File: src/rtl/rxs_pkg.sv
package rxs_pkg;
    localparam int STAT_W    = 8;
    localparam int LOW_W     = 5;
    localparam int BIT_PKT   = 7;
    localparam int BIT_RDERR = 6;
    localparam int BIT_DMA   = 5;

    typedef enum logic [1:0] {
        W_IDLE   = 2'd0,
        W_WAIT   = 2'd1,
        W_EXPIRE = 2'd2
    } watch_st_e;
endpackage

File: src/rtl/rxs_rd_watch.sv
module rxs_rd_watch
    import rxs_pkg::*;
#(
    parameter int TIMEOUT_CYC = 269
) (
    input  logic clk,
    input  logic rst_n,
    input  logic host_rd,
    input  logic buf_empty,
    output logic timeout_o
);
    localparam int TW = $clog2(TIMEOUT_CYC + 1);
    localparam logic [TW-1:0] LAST = TW'(TIMEOUT_CYC - 1);

    watch_st_e state_q, state_d;
    logic [TW-1:0] cnt_q;

    always_ff @(posedge clk) begin
        if (!rst_n) state_q <= W_IDLE;
        else        state_q <= state_d;
    end

    always_comb begin
        state_d = state_q;
        unique case (state_q)
            W_IDLE:   if (host_rd && buf_empty) state_d = W_WAIT;
            W_WAIT: begin
                if (!buf_empty)         state_d = W_IDLE;
                else if (cnt_q == LAST) state_d = W_EXPIRE;
            end
            W_EXPIRE: state_d = W_IDLE;
            default:  state_d = W_IDLE;
        endcase
    end

    always_ff @(posedge clk) begin
        if (!rst_n || state_q != W_WAIT) cnt_q <= '0;
        else                             cnt_q <= cnt_q + 1'b1;
    end

    always_comb begin
        timeout_o = (state_q == W_EXPIRE);
    end


    expire_one_cycle_chk: assert property (@(posedge clk) disable iff (!rst_n)
        state_q == W_EXPIRE |=> state_q == W_IDLE);

    ready_read_no_wait_chk: assert property (@(posedge clk) disable iff (!rst_n)
        (state_q == W_IDLE && host_rd && !buf_empty) |=> state_q == W_IDLE);

    wait_bound_chk: assert property (@(posedge clk) disable iff (!rst_n)
        state_q == W_WAIT |-> cnt_q < TW'(TIMEOUT_CYC));
endmodule

File: src/rtl/rxs_pkt_ready.sv
module rxs_pkt_ready #(
    parameter int CNT_W = 8
) (
    input  logic             clk,
    input  logic             rst_n,
    input  logic [CNT_W-1:0] pkt_count,
    input  logic             clr_req,
    output logic             set_o
);
    logic [CNT_W-1:0] cnt_q;
    logic             pend_q;

    always_ff @(posedge clk) begin
        if (!rst_n) begin
            cnt_q  <= '0;
            pend_q <= 1'b0;
        end else begin
            cnt_q  <= pkt_count;
            pend_q <= clr_req && (pkt_count > CNT_W'(1));
        end
    end

    always_comb begin
        set_o = (pkt_count > cnt_q) || pend_q;
    end


    reassert_after_clear_chk: assert property (@(posedge clk) disable iff (!rst_n)
        (clr_req && pkt_count > CNT_W'(1)) |=> set_o);
endmodule

File: src/rtl/rxs_status.sv
module rxs_status
    import rxs_pkg::*;
#(
    parameter int CNT_W       = 8,
    parameter int TIMEOUT_CYC = 269
) (
    input  logic             clk,
    input  logic             rst_n,
    input  logic [CNT_W-1:0] pkt_count,
    input  logic             host_rd,
    input  logic             buf_empty,
    input  logic             dma_eop,
    input  logic             dma_rx_en,
    input  logic             dma_tx_en,
    input  logic [4:0]       ev_lo,
    input  logic             wr_en,
    input  logic [7:0]       wr_data,
    input  logic             mask_wr_en,
    input  logic [7:0]       mask_wr_data,
    output logic [7:0]       status_o,
    output logic [7:0]       mask_o,
    output logic             irq_o
);
    logic [STAT_W-1:0] stat_q, set_vec, clr_vec;
    logic [STAT_W-1:0] mask_q;
    logic              pkt_set, rd_timeout, dma_on;

    rxs_pkt_ready #(.CNT_W(CNT_W)) pkt_i (
        .clk      (clk),
        .rst_n    (rst_n),
        .pkt_count(pkt_count),
        .clr_req  (wr_en && wr_data[BIT_PKT]),
        .set_o    (pkt_set)
    );

    rxs_rd_watch #(.TIMEOUT_CYC(TIMEOUT_CYC)) watch_i (
        .clk      (clk),
        .rst_n    (rst_n),
        .host_rd  (host_rd),
        .buf_empty(buf_empty),
        .timeout_o(rd_timeout)
    );

    always_comb begin
        dma_on  = dma_rx_en || dma_tx_en;
        set_vec = {pkt_set, rd_timeout, dma_eop, ev_lo};
        clr_vec = wr_en ? wr_data : '0;
    end

    for (genvar i = 0; i < STAT_W; i++) begin : g_bit
        if (i == BIT_DMA) begin : g_dma
            always_ff @(posedge clk) begin
                if (!rst_n) stat_q[i] <= 1'b0;
                else        stat_q[i] <= (stat_q[i] || set_vec[i]) && dma_on;
            end
        end else begin : g_w1c
            always_ff @(posedge clk) begin
                if (!rst_n) stat_q[i] <= 1'b0;
                else        stat_q[i] <= set_vec[i] || (stat_q[i] && !clr_vec[i]);
            end
        end
    end

    always_ff @(posedge clk) begin
        if (!rst_n)          mask_q <= '0;
        else if (mask_wr_en) mask_q <= mask_wr_data;
    end

    always_comb begin
        status_o = stat_q;
        mask_o   = mask_q;
        irq_o    = |(stat_q & mask_q);
    end


    w1c_clear_chk: assert property (@(posedge clk) disable iff (!rst_n)
        (wr_en && wr_data[0] && !ev_lo[0]) |=> !status_o[0]);

    ev_set_chk: assert property (@(posedge clk) disable iff (!rst_n)
        ev_lo[1] |=> status_o[1]);

    set_beats_clear_chk: assert property (@(posedge clk) disable iff (!rst_n)
        (ev_lo[2] && wr_en && wr_data[2]) |=> status_o[2]);

    dma_off_clear_chk: assert property (@(posedge clk) disable iff (!rst_n)
        (!dma_rx_en && !dma_tx_en) |=> !status_o[BIT_DMA]);

    dma_write_ignored_chk: assert property (@(posedge clk) disable iff (!rst_n)
        (status_o[BIT_DMA] && (dma_rx_en || dma_tx_en)) |=> status_o[BIT_DMA]);

    irq_masked_off_chk: assert property (@(posedge clk) disable iff (!rst_n)
        (mask_o == 8'h00) |-> !irq_o);
endmodule

File: config.mk
export PLATFORM = sky130hd
export DESIGN_NAME = rxs_status
export DESIGN_NICKNAME = d
export VERILOG_FILES = /design/src/rtl/rxs_pkg.sv /design/src/rtl/rxs_rd_watch.sv /design/src/rtl/rxs_pkt_ready.sv /design/src/rtl/rxs_status.sv
export SDC_FILE = /design/constraint.sdc
export NUM_CORES = 1
export LEC_CHECK = 0
export ABC_CLOCK_PERIOD_IN_PS = 1850
export BUFFER_PORTS_ARGS = -buffer_cell sky130_fd_sc_hd__buf_4
export CELL_PAD_IN_SITES_DETAIL_PLACEMENT = 0
export CELL_PAD_IN_SITES_GLOBAL_PLACEMENT = 1
export CORE_ASPECT_RATIO = 1.4
export CORE_MARGIN = 8
export CORE_UTILIZATION = 38
export CTS_BUF_LIST = sky130_fd_sc_hd__clkbuf_8
export CTS_CLUSTER_DIAMETER = 40
export DETAILED_ROUTE_END_ITERATION = 16
export GPL_ROUTABILITY_DRIVEN = 0
export PLACE_DENSITY = 0.88
export SETUP_SLACK_MARGIN = 0.3
export SYNTH_ARGS = -nofsm -noshare
export SYNTH_HDL_FRONTEND = slang
export SYNTH_SLANG_ARGS = --single-unit
export TNS_END_PERCENT = 10
File: constraint.sdc
create_clock -name clk -period 1.85 [get_ports clk]
set_input_delay 0.37 -clock clk [delete_from_list [all_inputs] [get_ports clk]]
set_output_delay 0.37 -clock clk [all_outputs]
set_load 0.02 [all_outputs]
After elaboration in Yosys (flattened, before gate mapping)

Index checks and enable logic that the tools add are counted.

Magnitude comparators: 2
Bitwise gates (word level): 1
Reduce and logical (&&, ||, !) cells: 33
Add/sub/neg operators: 1
Equal/unequal tests: 6
Mux-type cells: 5

Operator list:

| operator                                                                         | count |
|---|---|
| 1-bit logical AND                                                                | 11 |
| 1-bit logical OR                                                                 | 11 |
| 9-bit by 1-bit adder with 9-bit output (second input constant)                   | 1 |
| 9-bit == test (second input constant)                                            | 1 |
| 8-bit AND                                                                        | 1 |
| 8-bit by 1-bit greater-than comparator with 1-bit output (second input constant) | 1 |
| 8-bit greater-than comparator                                                    | 1 |
| 1-bit zero test                                                                  | 8 |
| 8-bit 2-to-1 mux                                                                 | 1 |
| 8-bit OR reduction                                                               | 1 |
| 2-bit 2-to-1 mux                                                                 | 3 |
| 2-bit by 1-bit != test with 1-bit output (second input constant)                 | 2 |
| 2-bit one-hot mux with 2 select lines                                            | 1 |
| 3-bit by 2-bit != test with 1-bit output (second input constant)                 | 1 |
| 2-bit by 1-bit == test with 1-bit output (second input constant)                 | 1 |
| 2-bit == test (second input constant)                                            | 1 |
| 2-bit zero test                                                                  | 1 |
| 2-bit AND reduction                                                              | 1 |

Output and inout port bits: 17
Bits of input ports: 38
Bits in registers: 36

Logic depth before layout (Yosys ltp)

Gate-level depths: netlist of run 1.

Depth after elaboration: 4
Depth in mapped cells: 6
Mapped depth without buffers: 6

Modules after synthesis

From an unflattened synthesis of run 1, not the netlist that was laid out.

Cells, all modules: 156
Area, all modules: 1572.8 um^2

By module, submodules not included:

| module        | sequential area each (um^2) | cells each | area an instance (um^2) | instances |
|---|---|---|---|---|
| rxs_status    | 320.3                       | 55         | 640.6                   | 1 |
| rxs_rd_watch  | 220.2                       | 52         | 481.7                   | 1 |
| rxs_pkt_ready | 180.2                       | 49         | 450.4                   | 1 |

Worst setup path before layout of run 1

Ideal clock, no wire load.

Path type: in2reg
From: in pkt_count[1]
To: reg stat_q[7] (netlist: status_o[7])
Stages on the path: 5
Required time: 1.725 ns
Arrival: 1.281 ns
Slack: 0.444 ns
Path through: ha_1 -> nor2b_1 -> o211ai_1 -> a21oi_1 -> o41a_1

Longest elaborated chain between the ends: 3

RTL lines:

| item                           | RTL line            | RTL |
|---|---|---|
| start: declaration             | rxs_status.sv:9     | `input logic [CNT_W-1:0] pkt_count,` |
| 8-bit greater-than comparator  | rxs_pkt_ready.sv:24 | `set_o = (pkt_count > cnt_q) \|\| pend_q;` |
| 1-bit logical OR               | rxs_pkt_ready.sv:24 |  |
| 1-bit logical OR               | rxs_status.sv:59    | `else stat_q[i] <= set_vec[i] \|\| (stat_q[i] && !clr_vec[i]);` |
| end signal: indexed assignment | rxs_status.sv:59    |  |
| end: declaration               | rxs_status.sv:24    | `logic [STAT_W-1:0] stat_q, set_vec, clr_vec;` |

No other way between the ends.
A chain may end at the register's enable or synchronous reset.

Worst setup path in the final report of run 1

From: reg stat_q[1] (netlist: status_o[1])
To: out irq_o

Longest elaborated chain between the ends: 2

RTL lines:

| item               | RTL line         | RTL |
|---|---|---|
| 8-bit AND          | rxs_status.sv:72 | `irq_o = \|(stat_q & mask_q);` |
| 8-bit OR reduction | rxs_status.sv:72 |  |
| end: declaration   | rxs_status.sv:22 | `output logic irq_o` |

No other way between the ends.

==> flow_metrics.tcl, run 1 <==
set metrics [dict create \
    first_global_vias 1269 \
    fin_tns_setup_ns 0 \
    dp_hpwl_um 2680 \
    h-tree-depth 2 \
    final_cell_mix "53 x buf_4, 36 x dfxtp_1, 17 x nor2b_1" \
    routed_wl_um 3420 \
    die_h_um 91.5 \
    crit_end "irq_o" \
    rows 27 \
    yosysWarnings 0 \
    area_growth_pct 34.7 \
    ir_drop_uv 611 \
    finClkSkew_ns 0.00217 \
    totalPowerFinal_mw 1.67 \
    hold_viol_final 0 \
    antenna_found_initial 0 \
    wl_per_cell_um 13.3 \
    hold_depth 2 \
    r2r_slack_ns 0.43 \
    worstSetupEndpointType "output pin" \
    drcViolationCount 0 \
    worstRegToRegCells 6 \
    worst_slew_pin_slew_ns 0.343 \
    crit_arrival_ns 1.08 \
    maxCapViolCount 0 \
    post-route-period-util 0.784 \
    ys_seq_area_frac 0.465 \
    p_leak_nw 0.941 \
    drive_gt1_frac 0.302 \
    nets 263 \
    ioPinCount 55 \
    fill_cells 384 \
    via_per_inst 4.88 \
    ys_dominant_reg_cell "dfxtp_1" \
    ys_ff_latch 36 \
    drt-pass1-iter-count 2 \
    synth_cell_types 29 \
    period_needed_ns 1.45 \
    insertion_delay_ns 0.28 \
    final_common_cell "buf_4" \
    timing.rr.start "pkt_i.cnt_q[1]" \
    core_um2 3920 \
    grt_usage 0.107 \
    grt_max_degree 28 \
    slew_headroom 0.770 \
    cts.sinks 36 \
    diodes 0 \
    ctsHoldBuffers 0 \
    cts_root_buf "clkbuf_8" \
    finalSetupViolations 0 \
    status "completed" \
    crit_required_ns 1.48 \
    synthTopCellsByArea "dfxtp_1 47%, ha_1 8.1%, nor2b_1 6.9%" \
    synth_top_cell_by_area "dfxtp_1" \
    syn_area_um2 1550 \
    die_x_um 70.0 \
    grt_setup_unrepaired "no" \
    grt-ovfl-total 0 \
    start_kind "register" \
    drtAntennaViolNets 0 \
    io_buffers 53 \
    slew_violations 0 \
    cts.path.max_buffers 2 \
    netlist_instances 160 \
    clk_pin_slew_ns 0.07 \
    synthArstFlopShare 0 \
    criticalPathCategory "reg2out" \
    avgSynthCellArea_um2 9.68 \
    synth_top_area_share 0.465 \
    die_area_um2 6400 \
    hold_class "in2reg" \
    start_util 0.395 \
    fmax_mhz 689 \
    critical_path.startpoint "status_o[1]" \
    drt_iter0_markers 38 \
    rr_endpoint "status_o[7]" \
    powerDensity_nw_per_um2 799 \
    grt_pass1_wl_um 5660 \
    vias 1259 \
    critPathMaxFanout 3 \
    cts_tree "done" \
    synth_edf_count 0 \
    syn_nets 208 \
    cts_made_buffers 5 \
]
[area by class of cell]
cell class | instances | area, um^2 | share of cell area
clock buffer | 7 | 96.3 | 0.0462
inverter | 11 | 41.3 | 0.0198
multi-input combinational | 108 | 776 | 0.372
sequential | 36 | 721 | 0.346
tap | 43 | 53.8 | 0.0258
timing repair buffer | 53 | 398 | 0.191
[worst min path at each step]
stage,endpoint,startpoint
after CTS,pkt_i.cnt_q[0],pkt_count[0]
after global placement,watch_i.cnt_q[0],watch_i.cnt_q[0]
after detailed placement,status_o[7],pkt_i.pend_q
final,pkt_i.cnt_q[0],pkt_count[0]
after floorplan,watch_i.cnt_q[0],watch_i.cnt_q[0]
after global routing,pkt_i.cnt_q[0],pkt_count[0]
[layer usage]
metal | track usage | vias up | part of all wire
met2 | 0.183 | 42 | 0.48
met3 | 0.0523 | 5 | 0.081
met5 | 0 | - | 0
met1 | 0.109 | 559 | 0.42
li1 | - | 653 | -
met4 | 0.0454 | 0 | 0.015
[metrics by stage]
step                      std cells  setup WS (ns)  cell area (um^2)  hold WS [ns]  utilization
after global routing            258          0.302              2090         0.294        0.532
final                           258          0.399              2090         0.300        0.532
after detailed placement        251          0.262              1980         0.480        0.505
after floorplan                 160          0.444              1550         0.454            -
after global placement          251          0.278              1980         0.482        0.505
after CTS                       258          0.348              2080         0.296        0.530
[worst max-delay path: stages (launching register included)]
cell and delay [ns]:
dfxtp_1 0.33, a22oi_2 0.19, nand4_1 0.11, buf_4 0.17
[kinds of logic (layout without fill, tap and decap cells)]
| family | count (synthesis) | after routing | share of synthesized area |
|---|---|---|---|
| AOI/OAI and AO/OA | 23 | 23 | 0.103 |
| xor gates and xnor gates | 7 | 7 | 0.0396 |
| adders and majority gates | 10 | 10 | 0.0808 |
| buffers and inverters | 16 | 71 | 0.0404 |
| DFF | 36 | 36 | 0.465 |
| muxes | 8 | 8 | 0.0517 |
| and+or+nand+nor | 60 | 60 | 0.220 |
[where the power goes]
group	switching, mW	internal [mW]
Sequential	0.0244	0.811
Clock	0.254	0.331
Combinational	0.113	0.133
Total	0.391	1.28
[flip-flops by register name, summed over array words and instances (netlist names)]
name,count
mask_o,8
pkt_i.cnt_q,8
pkt_i.pend_q,1
status_o,8
watch_i.cnt_q,9
watch_i.state_q,2
[synthesized netlist by cell type, types with 2 or more instances]
| library cell | n |
|---|---|
| inv_1 | 11 |
| mux2i_1 | 8 |
| and3_1 | 2 |
| nor2b_1 | 17 |
| a21oi_1 | 11 |
| a21boi_0 | 2 |
| ha_1 | 10 |
| nand4_1 | 5 |
| a22oi_1 | 4 |
| xnor2_1 | 2 |
| clkbuf_1 | 3 |
| dfxtp_1 | 36 |
| nor2_1 | 8 |
| xor2_1 | 5 |
| nand3b_1 | 3 |
| nand2_1 | 7 |
| o41a_1 | 2 |
| and2_1 | 10 |
| nand3_1 | 4 |
[repair_timing]
action	in CTS	in global routing
endpoints found under the setup margin	0	1
resized for setup	0	2
setup buffers	0	0
Power figures use the tool's default switching activity.
==> inputs of run 2 (changes only) <==
--- a/config.mk
+++ b/config.mk
@@ -5,18 +5,18 @@
 export SDC_FILE = /design/constraint.sdc
 export NUM_CORES = 1
 export LEC_CHECK = 0
-export ABC_CLOCK_PERIOD_IN_PS = 1850
+export ABC_CLOCK_PERIOD_IN_PS = 1200
 export BUFFER_PORTS_ARGS = -buffer_cell sky130_fd_sc_hd__buf_4
 export CELL_PAD_IN_SITES_DETAIL_PLACEMENT = 0
 export CELL_PAD_IN_SITES_GLOBAL_PLACEMENT = 1
 export CORE_ASPECT_RATIO = 1.4
 export CORE_MARGIN = 8
-export CORE_UTILIZATION = 38
+export CORE_UTILIZATION = 34
 export CTS_BUF_LIST = sky130_fd_sc_hd__clkbuf_8
 export CTS_CLUSTER_DIAMETER = 40
 export DETAILED_ROUTE_END_ITERATION = 16
 export GPL_ROUTABILITY_DRIVEN = 0
-export PLACE_DENSITY = 0.88
+export PLACE_DENSITY = 0.83
 export SETUP_SLACK_MARGIN = 0.3
 export SYNTH_ARGS = -nofsm -noshare
 export SYNTH_HDL_FRONTEND = slang
==> constraint.sdc (replaced) <==
create_clock -name clk -period 1.2 [get_ports clk]
set_input_delay 0.24 -clock clk [delete_from_list [all_inputs] [get_ports clk]]
set_output_delay 0.24 -clock clk [all_outputs]
set_load 0.02 [all_outputs]
==> flow_metrics.tcl, run 2 (synthesized netlist as in run 1, its figures left out) <==
set metrics [dict create \
    ctsHoldBuffers 0 \
    crit_required_ns 1.37 \
    antenna_found_initial 0 \
    crit_arrival_ns 1.54 \
    drt-pass1-iter-count 4 \
    core_um2 4460 \
    worstSetupEndpointType "register" \
    totalPowerFinal_mw 3.26 \
    period_needed_ns 1.36 \
    fill_cells 399 \
    ioPinCount 55 \
    via_per_inst 4.64 \
    h-tree-depth 2 \
    fin_tns_setup_ns -0.315 \
    hold_viol_final 0 \
    cts_made_buffers 5 \
    io_buffers 53 \
    p_leak_nw 1.10 \
    post-route-period-util 1.14 \
    die_area_um2 7000 \
    drtAntennaViolNets 0 \
    fmax_mhz 733 \
    first_global_vias 1441 \
    status "complete, but fails checks" \
    violations "negative setup slack" \
    drt_iter0_markers 30 \
    slew_violations 0 \
    wl_per_cell_um 14.3 \
    die_x_um 73.0 \
    criticalPathCategory "reg2reg" \
    critPathMaxFanout 2 \
    cts_root_buf "clkbuf_8" \
    drcViolationCount 0 \
    diodes 0 \
    cts.path.max_buffers 2 \
    fin_area_um2 2540 \
    grt_usage 0.120 \
    nets 281 \
    slew_headroom 0.779 \
    start_util 0.347 \
    grt_pass1_wl_um 6450 \
    clk_pin_slew_ns 0.07 \
    drive_gt1_frac 0.526 \
    cts.sinks 36 \
    powerDensity_nw_per_um2 1290 \
    regMostFlops "watch_i.cnt_q" \
    final_cell_mix "52 x buf_4, 19 x buf_6, 18 x dfxtp_2" \
    vias 1372 \
    largest_reg_flops 9 \
    die_h_um 95.9 \
    finClkSkew_ns 0.00690 \
    grt_max_degree 21 \
    finalSetupViolations 3 \
    final_common_cell "buf_4" \
    r2r_slack_ns -0.16 \
    ir_drop_uv 735 \
    grt_setup_unrepaired "yes" \
    insertion_delay_ns 0.29 \
    placedCellCount 283 \
    dp_hpwl_um 2920 \
    routed_wl_um 4240 \
    grt-ovfl-total 0 \
    rows 29 \
    fin_cells 296 \
    start_kind "register" \
    cts_tree "done" \
    dpl-instance-area_um2 2100 \
    area_growth_pct 63.7 \
    setup_ws_ns -0.165 \
    hold_class "in2reg" \
    worst_slew_pin_slew_ns 0.328 \
    maxCapViolCount 0 \
]
[run 2: changes by cell type in the layout (fill, tap and decap cells not counted), moves of 6 or more]
| cell | delta |
|---|---|
| dfxtp_2 | +18 |
| ha_1 | -6 |
| buf_6 | +19 |
| dfxtp_1 | -20 |
| ha_4 | +6 |
[run 2: final cells by class]
cell class	count	area, um^2	area share
well taps	62	77.6	0.0306
flip-flops and latches	36	751	0.296
clock inverters	3	90.1	0.0355
repair buffers	71	604	0.238
inverters	11	43.8	0.0173
clock buffers	5	68.8	0.0271
multi-input cells	108	901	0.355
[run 2: path summary, 6_finish.rpt]
check | startpoint | end | cells past startpoint
min reg2reg | pkt_i.pend_q | status_o[7] | 1
min | pkt_count[0] | pkt_i.cnt_q[0] | 2
max reg2reg | pkt_i.cnt_q[1] | status_o[7] | 6
max | pkt_i.cnt_q[1] | status_o[7] | 6
[run 2: power breakdown]
part	switching (mW)	internal [mW]	total, mW
sequential	0.0455	1.25	1.30
clock	0.440	1.04	1.48
combinational	0.204	0.281	0.485
total	0.689	2.57	3.26
[run 2: repair_timing]
action                                  4_1_cts  5_1_grt
endpoints found under the setup margin       27       29
gates cloned                                  0        0
buffers inserted                              3        2
gates resized for setup                      50       15
pin swaps                                    18       13
[run 2: metrics by stage]
stage | setup slack [ns] | hold slack (ns) | utilization
4_1_cts | -0.227 | 0.154 | 0.546
3_3_place_gp | -0.231 | 0.452 | 0.471
3_5_place_dp | -0.248 | 0.459 | 0.471
2_1_floorplan | -0.141 | 0.362 | -
5_1_grt | -0.226 | 0.173 | 0.568
6_report | -0.165 | 0.163 | 0.568
[run 2: layer usage]
metal  share of wire  global-route usage
met1            0.39               0.115
met2            0.51               0.215
met3           0.074              0.0428
met4           0.023              0.0704
met5               0                   0
[run 2: worst max-delay path: stages, from the launching register on]
cell and delay [ns]:
dfxtp_2 0.32, inv_2 0.04, ha_4 0.21, nor2b_4 0.12
o211ai_1 0.17, a21oi_1 0.09, o41a_1 0.30
==> inputs of run 3 (changes only) <==
--- a/config.mk
+++ b/config.mk
@@ -18,7 +18,9 @@
 export GPL_ROUTABILITY_DRIVEN = 0
 export PLACE_DENSITY = 0.83
 export SETUP_SLACK_MARGIN = 0.3
+export SLEW_MARGIN = 10
 export SYNTH_ARGS = -nofsm -noshare
 export SYNTH_HDL_FRONTEND = slang
+export SYNTH_HIERARCHICAL = 1
 export SYNTH_SLANG_ARGS = --single-unit
 export TNS_END_PERCENT = 10
==> flow_metrics.tcl, run 3 <==
set metrics [dict create \
    grt_usage 0.111 \
    slew_headroom 0.820 \
    nets 280 \
    cts.sinks 36 \
    fin_area_um2 2430 \
    worst_path_max_delay_cell "dfxtp_1" \
    syn_nets 204 \
    critPathMaxFanout 2 \
    synth_top_cell_by_area "dfxtp_1" \
    worst_slew_pin_slew_ns 0.268 \
    ys_ff_latch 36 \
    synth_cell_types 31 \
    cp_slowest_stage_delay_ns 0.31 \
    start_kind "register" \
    ir_drop_uv 600 \
    dp_hpwl_um 2920 \
    hold_class "in2reg" \
    ys_seq_area_frac 0.458 \
    dpl-instance-area_um2 2140 \
    hold_ws_ns 0.159 \
    wl_per_cell_um 13.2 \
    ioPinCount 55 \
    insertion_delay_ns 0.29 \
    final_common_cell "buf_4" \
    period_needed_ns 1.33 \
    yosysWarnings 6 \
    avgSynthCellArea_um2 10.1 \
    cp_cell_sequence "inv_1, ha_1, a21oi_1, nor2b_1, o21ai_0, a31oi_1, o21a_1" \
    crit_arrival_ns 1.51 \
    synth.most_common_cell "dfxtp_1" \
    grt-ovfl-total 0 \
    r2r_slack_ns -0.13 \
    seqCellArea_um2 749 \
    drive_gt1_frac 0.489 \
    fin_tns_setup_ns -0.250 \
    synthArstFlopShare 0 \
    powerDensity_nw_per_um2 1070 \
    netlist_instances 156 \
    final_cell_mix "52 x buf_4, 23 x dfxtp_2, 19 x buf_6" \
    core_um2 4500 \
    post-route-period-util 1.11 \
    regMostFlops "watch_i/cnt_q" \
    fmax_mhz 754 \
    maxCapViolCount 0 \
    violations "negative setup slack" \
    grt_pass1_wl_um 6080 \
    fill_cells 432 \
    synthTopCellsByArea "dfxtp_1 46%, ha_1 8.0%, mux2i_1 5.1%" \
    first_global_vias 1370 \
    h-tree-depth 2 \
    finish.utilization 0.539 \
    p_leak_nw 1.06 \
    syn_area_um2 1570 \
    rows 29 \
    cts_root_buf "clkbuf_8" \
    slew_violations 0 \
    finalSetupViolations 2 \
    synthTopCellsByCount "36 x dfxtp_1, 11 x inv_1, 10 x and2_1, 10 x ha_1, 10 x nor2b_1" \
    grt_setup_unrepaired "yes" \
    synth_edf_count 0 \
    die_x_um 73.5 \
    cts_tree "done" \
    hold_viol_final 0 \
    setup_ws_ns -0.127 \
    multi_input_area_um2 865 \
    io_buffers 53 \
    ctsHoldBuffers 0 \
    drt_iter0_markers 50 \
    vias 1379 \
    finClkSkew_ns 0.0125 \
    area_growth_pct 54.3 \
    start_util 0.350 \
    drtAntennaViolNets 0 \
    largest_reg_flops 9 \
    via_per_inst 4.67 \
    synth_top_area_share 0.458 \
    die_area_um2 7090 \
    grt_max_degree 20 \
    antenna_found_initial 0 \
    drt-pass1-iter-count 4 \
    drcViolationCount 0 \
    ys_dominant_reg_cell "dfxtp_1" \
    status "complete, but fails checks" \
    totalPowerFinal_mw 2.60 \
    die_h_um 96.5 \
    routed_wl_um 3890 \
    crit_required_ns 1.39 \
    cts.path.max_buffers 2 \
    criticalPathCategory "reg2reg" \
    diodes 0 \
    worstSetupEndpointType "register" \
    cts_made_buffers 5 \
    clk_pin_slew_ns 0.07 \
]
-- run 3: what timing repair did --
action | CTS | global route
setup buffers | 2 | 1
gates resized for setup | 52 | 4
pin swaps | 16 | 13
endpoints found under the setup margin | 28 | 28
-- run 3: where the power goes --
group / internal, mW / total [mW] / switching (mW)
clock: 0.451 / 0.856 / 0.405
sequential: 1.25 / 1.30 / 0.0412
combinational: 0.259 / 0.443 / 0.185
total: 1.96 / 2.60 / 0.631
-- run 3: final cells by class --
class                   instances  area share
clock buffers                   6      0.0340
clock inverters                 2     0.00309
inverters                      11      0.0170
multi-input cells             107       0.356
flip-flops and latches         36       0.309
well taps                      62      0.0320
repair buffers                 71       0.249
-- run 3: through the flow --
stage,instances,setup WS (ns)
floorplan,156,-0.130
global placement,284,-0.234
detailed placement,284,-0.281
CTS,294,-0.148
global route,295,-0.248
finish,295,-0.127
-- run 3: cells by family after synthesis --
logic type / count (synthesis) / synth area share
compound gates: 35 / 0.158
xor+xnor: 3 / 0.0167
fa+ha+maj: 10 / 0.0796
buf+inv: 13 / 0.0406
flops: 36 / 0.458
mux: 8 / 0.0509
simple gates: 51 / 0.197
-- run 3: path summary, 6_finish.rpt --
path | start | endpoint | cells after the start
worst min register to register | watch_i/state_q[0] | watch_i/state_q[0] | 1
worst max register to register | pkt_i/cnt_q[5] | status_o[7] | 7
worst min-delay path | ev_lo[4] | status_o[4] | 2
worst max-delay path | pkt_i/cnt_q[5] | status_o[7] | 7
-- run 3: layer usage --
layer / up-vias / GRT usage / share of wire
met2: 37 / 0.186 / 0.50
met3: 5 / 0.0393 / 0.077
met1: 632 / 0.122 / 0.40
met4: 0 / 0.0552 / 0.015
li1: 705 / - / -
met5: - / 0 / 0
-- run 3: worst max-delay path, delay by kind of cell (launching register included) --
kind | cells | cell delay, ns
compound gates | 4 | 0.55
simple gates | 1 | 0.06
flops | 1 | 0.31
fa+ha+maj | 1 | 0.27
buf+inv | 1 | 0.04
